File: config.mk
export PLATFORM = sky130hd
export DESIGN_NAME = dac_cal_bank
export DESIGN_NICKNAME = d
export VERILOG_FILES = /design/src/rtl/dac_cal_pkg.sv /design/src/rtl/dac_cal_queue.sv /design/src/rtl/dac_cal_engine.sv /design/src/rtl/dac_cal_bank.sv
export SDC_FILE = /design/constraint.sdc
export NUM_CORES = 2
export LEC_CHECK = 0
export BUFFER_PORTS_ARGS = -buffer_cell sky130_fd_sc_hd__buf_4
export CORE_ASPECT_RATIO = 0.8
export CORE_UTILIZATION = 45
export CTS_BUF_LIST = sky130_fd_sc_hd__clkbuf_8
export DETAILED_ROUTE_END_ITERATION = 6
export PLACE_DENSITY_LB_ADDON = 0.1
export SLEW_MARGIN = 20
export SYNTH_ARGS = -nofsm -noshare
export SYNTH_HDL_FRONTEND = slang
export SYNTH_SLANG_ARGS = --single-unit
File: constraint.sdc
create_clock -name clk -period 10.3 [get_ports clk]
set_input_delay 2.06 -clock clk [delete_from_list [all_inputs] [get_ports clk]]
set_output_delay 2.06 -clock clk [all_outputs]
set_load 0.05 [all_outputs]
File: src/rtl/dac_cal_pkg.sv
package dac_cal_pkg;
  localparam int DW = 14;

  typedef enum logic [2:0] {
    K_INPUT = 3'd0,
    K_GAIN  = 3'd1,
    K_OFFS  = 3'd2,
    K_BANK  = 3'd3,
    K_GSEL  = 3'd4,
    K_ASEL  = 3'd5
  } kind_e;

  // First stage: raw * (gain + 1) / 2^DW
  function automatic logic [DW:0] cal_scale(logic [DW-1:0] x, logic [DW-1:0] m);
    logic [2*DW:0] p;
    p = (2*DW+1)'(x) * (2*DW+1)'({1'b0, m} + (DW+1)'(1));
    return p[2*DW:DW];
  endfunction

  // Second stage: add offset, remove mid-scale, clamp to code range
  function automatic logic [DW-1:0] cal_trim(logic [DW:0] s, logic [DW-1:0] c);
    logic signed [DW+2:0] t;
    t = $signed({2'b00, s}) + $signed({3'b000, c}) - $signed((DW+3)'(1 << (DW-1)));
    if (t < 0) return '0;
    else if (t > $signed((DW+3)'((1 << DW) - 1))) return '1;
    else return t[DW-1:0];
  endfunction
endpackage

File: src/rtl/dac_cal_queue.sv
module dac_cal_queue #(
  parameter int NSLOT = 32,
  localparam int QW = $clog2(NSLOT)
) (
  input  logic             clk,
  input  logic             rst_n,
  input  logic [NSLOT-1:0] set_vec,
  input  logic             take,
  output logic             pend_any,
  output logic [QW-1:0]    pick_idx
);
  logic [NSLOT-1:0] pend_q;
  logic [NSLOT-1:0] clr_vec;

  always_comb begin
    pick_idx = '0;
    for (int i = NSLOT-1; i >= 0; i--)
      if (pend_q[i]) pick_idx = QW'(i);
  end

  always_comb begin
    clr_vec = '0;
    if (take) clr_vec[pick_idx] = 1'b1;
  end

  assign pend_any = |pend_q;

  // a new request for the slot being taken wins over the clear
  always_ff @(posedge clk) begin
    if (!rst_n) pend_q <= '0;
    else        pend_q <= (pend_q & ~clr_vec) | set_vec;
  end

  p_take_pending_r5: assert property (@(posedge clk) disable iff (!rst_n)
    take |-> pend_q[pick_idx]);
endmodule

File: src/rtl/dac_cal_engine.sv
module dac_cal_engine import dac_cal_pkg::*; #(
  parameter int QW = 5
) (
  input  logic          clk,
  input  logic          rst_n,
  input  logic          start,
  input  logic [QW-1:0] idx_in,
  input  logic [DW-1:0] op_x,
  input  logic [DW-1:0] op_m,
  input  logic [DW-1:0] op_c,
  output logic          active,
  output logic          finish,
  output logic [QW-1:0] fin_idx,
  output logic [DW-1:0] result
);
  logic [DW:0]   scale_q;
  logic [DW-1:0] c_q;

  always_ff @(posedge clk) begin
    if (!rst_n) begin
      active  <= 1'b0;
      fin_idx <= '0;
      scale_q <= '0;
      c_q     <= '0;
    end else begin
      active <= start;
      if (start) begin
        fin_idx <= idx_in;
        scale_q <= cal_scale(op_x, op_m);
        c_q     <= op_c;
      end
    end
  end

  assign finish = active;
  assign result = cal_trim(scale_q, c_q);

  p_no_overlap_r5: assert property (@(posedge clk) disable iff (!rst_n)
    start |=> !start);
  p_two_cycle_r5: assert property (@(posedge clk) disable iff (!rst_n)
    start |=> finish);
endmodule

File: src/rtl/dac_cal_bank.sv
module dac_cal_bank import dac_cal_pkg::*; #(
  parameter int NCH = 16,
  parameter int GRP = 8
) (
  input  logic                    clk,
  input  logic                    rst_n,
  input  logic                    wr_en,
  input  logic [$clog2(NCH)-1:0]  wr_chan,
  input  logic [2:0]              wr_kind,
  input  logic [DW-1:0]           wr_data,
  input  logic                    ldac_n,
  output logic                    busy,
  output logic [NCH*DW-1:0]       dac_out
);
  localparam int CW = $clog2(NCH);
  localparam int NG = NCH / GRP;
  localparam int QW = CW + 1;
  localparam logic [DW-1:0] MID_CODE = DW'(1 << (DW-1));
  localparam logic [DW-1:0] TOP_CODE = DW'((1 << DW) - 1);

  logic [NCH-1:0][DW-1:0] x1a, x1b, m_q, c_q, x2a, x2b, dac_q;
  logic [NCH-1:0]         sel_q;
  logic                   bank_q;
  logic                   ldac_q, ld_req;

  kind_e kind;
  assign kind = kind_e'(wr_kind);

  // named events for the checks
  logic wr_input, wr_trim, ld_fall, do_load;
  logic pend_any, eng_start, eng_active, eng_finish;
  logic [QW-1:0] pick_idx, fin_idx;
  logic [2*NCH-1:0] set_vec;
  logic [DW-1:0] op_x, eng_res;
  logic [CW-1:0] pick_ch, fin_ch;

  assign wr_input = wr_en && (kind == K_INPUT);
  assign wr_trim  = wr_en && (kind == K_GAIN || kind == K_OFFS);

  always_comb begin
    set_vec = '0;
    if (wr_input || wr_trim) set_vec[{bank_q, wr_chan}] = 1'b1;
  end

  dac_cal_queue #(.NSLOT(2*NCH)) u_queue (
    .clk(clk), .rst_n(rst_n), .set_vec(set_vec), .take(eng_start),
    .pend_any(pend_any), .pick_idx(pick_idx)
  );

  assign eng_start = pend_any && !eng_active;
  assign pick_ch   = pick_idx[CW-1:0];
  assign op_x      = pick_idx[CW] ? x1b[pick_ch] : x1a[pick_ch];

  dac_cal_engine #(.QW(QW)) u_engine (
    .clk(clk), .rst_n(rst_n), .start(eng_start), .idx_in(pick_idx),
    .op_x(op_x), .op_m(m_q[pick_ch]), .op_c(c_q[pick_ch]),
    .active(eng_active), .finish(eng_finish), .fin_idx(fin_idx), .result(eng_res)
  );

  assign fin_ch = fin_idx[CW-1:0];
  assign busy   = pend_any || eng_active;

  // user-visible registers
  always_ff @(posedge clk) begin
    if (!rst_n) begin
      x1a    <= {NCH{MID_CODE}};
      x1b    <= {NCH{MID_CODE}};
      m_q    <= {NCH{TOP_CODE}};
      c_q    <= {NCH{MID_CODE}};
      sel_q  <= '0;
      bank_q <= 1'b0;
    end else if (wr_en) begin
      case (kind)
        K_INPUT: if (bank_q) x1b[wr_chan] <= wr_data;
                 else        x1a[wr_chan] <= wr_data;
        K_GAIN:  m_q[wr_chan] <= wr_data;
        K_OFFS:  c_q[wr_chan] <= wr_data;
        K_BANK:  bank_q <= wr_data[0];
        K_GSEL:  for (int g = 0; g < NG; g++)
                   if (int'(wr_chan) / GRP == g) sel_q[g*GRP +: GRP] <= wr_data[GRP-1:0];
        K_ASEL:  sel_q <= {NCH{wr_data[0]}};
        default: ;
      endcase
    end
  end

  // calibrated copies, written only by the engine
  always_ff @(posedge clk) begin
    if (!rst_n) begin
      x2a <= {NCH{MID_CODE}};
      x2b <= {NCH{MID_CODE}};
    end else if (eng_finish) begin
      if (fin_idx[CW]) x2b[fin_ch] <= eng_res;
      else             x2a[fin_ch] <= eng_res;
    end
  end

  // load strobe, held back while work is pending
  assign ld_fall = ldac_q && !ldac_n;
  assign do_load = (ld_fall || ld_req) && !busy;

  always_ff @(posedge clk) begin
    if (!rst_n) begin
      ldac_q <= 1'b1;
      ld_req <= 1'b0;
      dac_q  <= {NCH{MID_CODE}};
    end else begin
      ldac_q <= ldac_n;
      ld_req <= (ld_fall || ld_req) && busy;
      if (do_load)
        for (int i = 0; i < NCH; i++) dac_q[i] <= sel_q[i] ? x2b[i] : x2a[i];
    end
  end

  for (genvar i = 0; i < NCH; i++) begin : g_out
    assign dac_out[i*DW +: DW] = dac_q[i];
  end

  p_bank_a_only_r2: assert property (@(posedge clk) disable iff (!rst_n)
    (wr_input && !bank_q) |=> $stable(x1b));
  p_bank_b_only_r2: assert property (@(posedge clk) disable iff (!rst_n)
    (wr_input && bank_q) |=> $stable(x1a));
  p_x2_engine_only_r4: assert property (@(posedge clk) disable iff (!rst_n)
    !eng_finish |=> ($stable(x2a) && $stable(x2b)));
  p_busy_after_write_r5: assert property (@(posedge clk) disable iff (!rst_n)
    (wr_input || wr_trim) |=> busy);
  p_route_all_r7: assert property (@(posedge clk) disable iff (!rst_n)
    (wr_en && kind == K_ASEL) |=> (sel_q == '0 || sel_q == '1));
  p_out_hold_r8: assert property (@(posedge clk) disable iff (!rst_n)
    !do_load |=> $stable(dac_out));
  p_load_idle_r9: assert property (@(posedge clk) disable iff (!rst_n)
    do_load |-> (!pend_any && !eng_active));
  p_defer_r9: assert property (@(posedge clk) disable iff (!rst_n)
    (ld_fall && busy) |=> ld_req);
endmodule

==> reports/metrics.json <==
{
  "cellLeakagePower_nw": 32.9,
  "post_cts_hold_buffer_count": 0,
  "sw_frac_of_total_pct": 40.3,
  "initial_utilization_pct": 45.5,
  "synth-simple-area-share_pct": 25.0,
  "synth_compound_area_share_pct": 14.7,
  "worst_clock_skew_ns": 0.0818,
  "crit_path_top_cell_by_count": "fa_1",
  "cp.required_ns": 11.22,
  "buffer_ports.inserted": 249,
  "cts_num_sinks": 1654,
  "worst_slew_pin_tran_ns": 1.24,
  "power_density_nw_per_um2": 265,
  "worstPathArrival_ns": 10.59,
  "place_area_um2": 78600,
  "gr-usage-all-layers_pct": 31.7,
  "synthDominantAreaCellType": "dfxtp_1",
  "status": "finished, final reports clean",
  "final_cell_mix": "3130 x nand2_1, 1652 x dfxtp_1, 974 x a21oi_1",
  "floorplan.core_area_um2": 165000,
  "syn_inst": 9875,
  "ctsLongestPathBuffers": 4,
  "net-switching-power_mw": 8.97,
  "vias_in_the_first_global_route": 63300,
  "timing.max_slew.rel_slack_pct": 17.1,
  "critical_path_peak_fanout": 32,
  "whs_ns": 0.449,
  "maxClockFrequency_mhz": 103,
  "max_stage_delay_on_crit_path_ns": 0.54,
  "layout.cells.non_filler": 12200,
  "synth.lib_cells_used.distinct": 73,
  "totalNegativeSetupSlack_ns": 0,
  "timing.critical_path.to_type": "flip-flop",
  "chipHeight_um": 367,
  "clkPwrFrac_pct": 25.4,
  "post-route-period-util_pct": 93.9,
  "worst-setup-path-type": "reg -> reg",
  "placed_cells": 11800,
  "type_of_element_launching_the_critical_path": "flip-flop",
  "layout.cells.most_common": "nand2_1",
  "internal_power_mw": 13.3,
  "number_of_storage_elements_in_the_synthesis_netlist": 1654,
  "die_w_um": 458,
  "grt_start_max_net_pins": 255,
  "count_of_standard_cell_rows": 133,
  "drt.antenna.violating_nets": 0,
  "remaining_drc_errors": 0,
  "number_of_synthesized_flops_with_an_enable_pin": 0,
  "synth_warnings": 0,
  "grt_setup_unrepaired": "no",
  "portion_of_netlist_area_occupied_by_mux_cells_pct": 4.35,
  "sequential_element_share_of_the_synthesized_area_pct": 44.2,
  "initialDrtViolationCount": 7878,
  "post_drt_via_cell_ratio": 5.67,
  "power_frac_seq_pct": 30.1,
  "final_layout_size_suffix_gt1_share_pct": 9.66,
  "area_growth_synth_to_finish_pct": 12.2,
  "xor_xnor_share_of_the_synthesized_area_pct": 0.397,
  "timing.hold.worst.class": "reg -> reg",
  "die_ar_um2": 168000,
  "power.combinational.fraction_pct": 44.5,
  "clock_latency_ns": 1.04,
  "design_power_total_mw": 22.2,
  "synth_nets": 10200,
  "root_buffer": "clkbuf_8",
  "dp_worst_setup_slack_ns": 0.291,
  "irDropWorstVdd_mv": 0.769,
  "tritoncts.num_buffers": 286,
  "drt_wl_total_um": 276000,
  "post_synth_fa_ha_maj_area_fraction_pct": 6.12,
  "detailedPlacementHpwl_um": 180000,
  "grt_first_pass_wirelength_um": 409000,
  "timing.final.hold_violations": 0,
  "fin_crit_ns": 9.67,
  "layout.cell_area.non_filler_um2": 84100,
  "max_slew_violation_count": 0,
  "io_pins": 250,
  "report.final.setup_viol": 0,
  "number_of_antenna_violations_at_the_first_check_in_global_routing": 11,
  "vias": 69400,
  "maxCapViolCount": 0,
  "per_cell_routed_wire_length_um": 22.5,
  "yosys_most_used_dff": "dfxtp_1",
  "cts_max_level": 5,
  "largest_family_of_logic_cells_by_synthesized_area": "simple AND/OR/NAND/NOR gates",
  "final_core_utilization_pct": 51.0,
  "tritoncts": "done",
  "globalRoute.totalOverflow": 0,
  "worst_setup_hold_path_clk_slew_ns": 0.06,
  "post_synth_main_area_contributors": "dfxtp_1 44%, nand2_1 16%, a21oi_1 6.6%",
  "combined_area_of_all_synthesized_cells_um2": 75000,
  "gp_congestion": 0.948,
  "firstDrtPassIters": 7,
  "postSynthAreaPerCell_um2": 7.59,
  "area_share_of_the_largest_cell_type_after_synthesis_pct": 44.2,
  "setup_slack_ns": 0.628,
  "async_flop_share_pct": 0,
  "nNetsFinal": 10100,
  "worst_path_max_delay_cell": "fa_1"
}
[cells by family after synthesis]
family,Yosys count
simple gates,4600
compound gates,1964
flops,1654
buf+inv,1034
mux,314
fa+ha+maj,275
xor+xnor,34
[layout make-up]
cell class | instances | area (um^2)
fillers | 16100 | 80800
clock buffers | 335 | 4610
multi-input cells | 7187 | 38300
inverters | 235 | 890
well taps | 2227 | 2790
diodes | 13 | 32.5
clock inverters | 121 | 536
repair buffers | 472 | 3820
flip-flops and latches | 1654 | 33100
[state kept, by name, indices dropped and copies added (netlist names), 5 cells and up]
name / count
u_engine.scale_q: 15
u_engine.fin_idx: 5
dac_out: 224
c_q: 224
u_engine.c_q: 14
sel_q: 16
m_q: 224
x1a: 224
x2b: 224
x1b: 224
x2a: 224
u_queue.pend_q: 32
[power groups by stage]
stage          Combinational, mW  Clock, mW  Sequential [mW]
6_report                    9.91       5.65             6.68
5_1_grt                     11.1       6.03             6.69
4_1_cts                     9.73       5.72             6.69
3_5_place_dp                9.63          0             6.82
3_3_place_gp                9.62          0             6.82
2_1_floorplan               6.29          0             7.13
[worst max-delay path, delay by kind of cell, from the launching register on]
family                     cells  cell delay (ns)
AOI/OAI and AO/OA             13             2.62
buffers and inverters          6             0.65
adders and majority gates      7             3.25
xor gates and xnor gates       1             0.33
and+or+nand+nor                7             1.69
DFF                            1             0.35
muxes                          2             0.65
[cells in the mapped netlist (12+ instances only)]
master / number
inv_1: 235
ha_1: 122
o211ai_1: 66
nand4_1: 22
a21oi_1: 990
buf_2: 39
a21o_1: 23
o31ai_1: 12
fa_1: 153
nand3_1: 597
and3_1: 22
or2_2: 22
clkbuf_1: 712
xnor2_1: 25
o21ai_0: 544
dfxtp_1: 1654
mux2i_1: 294
nor3_1: 48
nand2b_1: 53
buf_1: 39
a311oi_1: 16
a211oi_1: 234
nor4_1: 16
nor2_1: 600
nor2b_1: 37
nand2_1: 3130
[metal layers]
metal	global-route usage (%)	vias up	share of wire, %
met3	6.47	438	9.3
met2	45.8	2972	42
met1	47.0	33400	46
li1	-	32600	-
met5	0	-	0.0069
met4	9.39	2	2.6
[final timing paths]
check,from,to,slack (ns),cells past startpoint
hold reg to reg,x2a[174]$_SDFFE_PN0P_,x2a[174]$_SDFFE_PN0P_,0.45,2
hold / removal,x2a[174]$_SDFFE_PN0P_,x2a[174]$_SDFFE_PN0P_,0.45,2
setup reg to reg,u_queue.pend_q[13]$_SDFF_PN0_,u_engine.scale_q[8]$_SDFFE_PN0P_,0.63,36
setup / recovery,u_queue.pend_q[13]$_SDFF_PN0_,u_engine.scale_q[8]$_SDFFE_PN0P_,0.63,36
[timing repair]
item	in CTS	in global routing
buffers inserted	0	7
endpoints found under the setup margin	0	7
resized for setup	0	11
No activity file was read; power rests on OpenSTA's default activity.
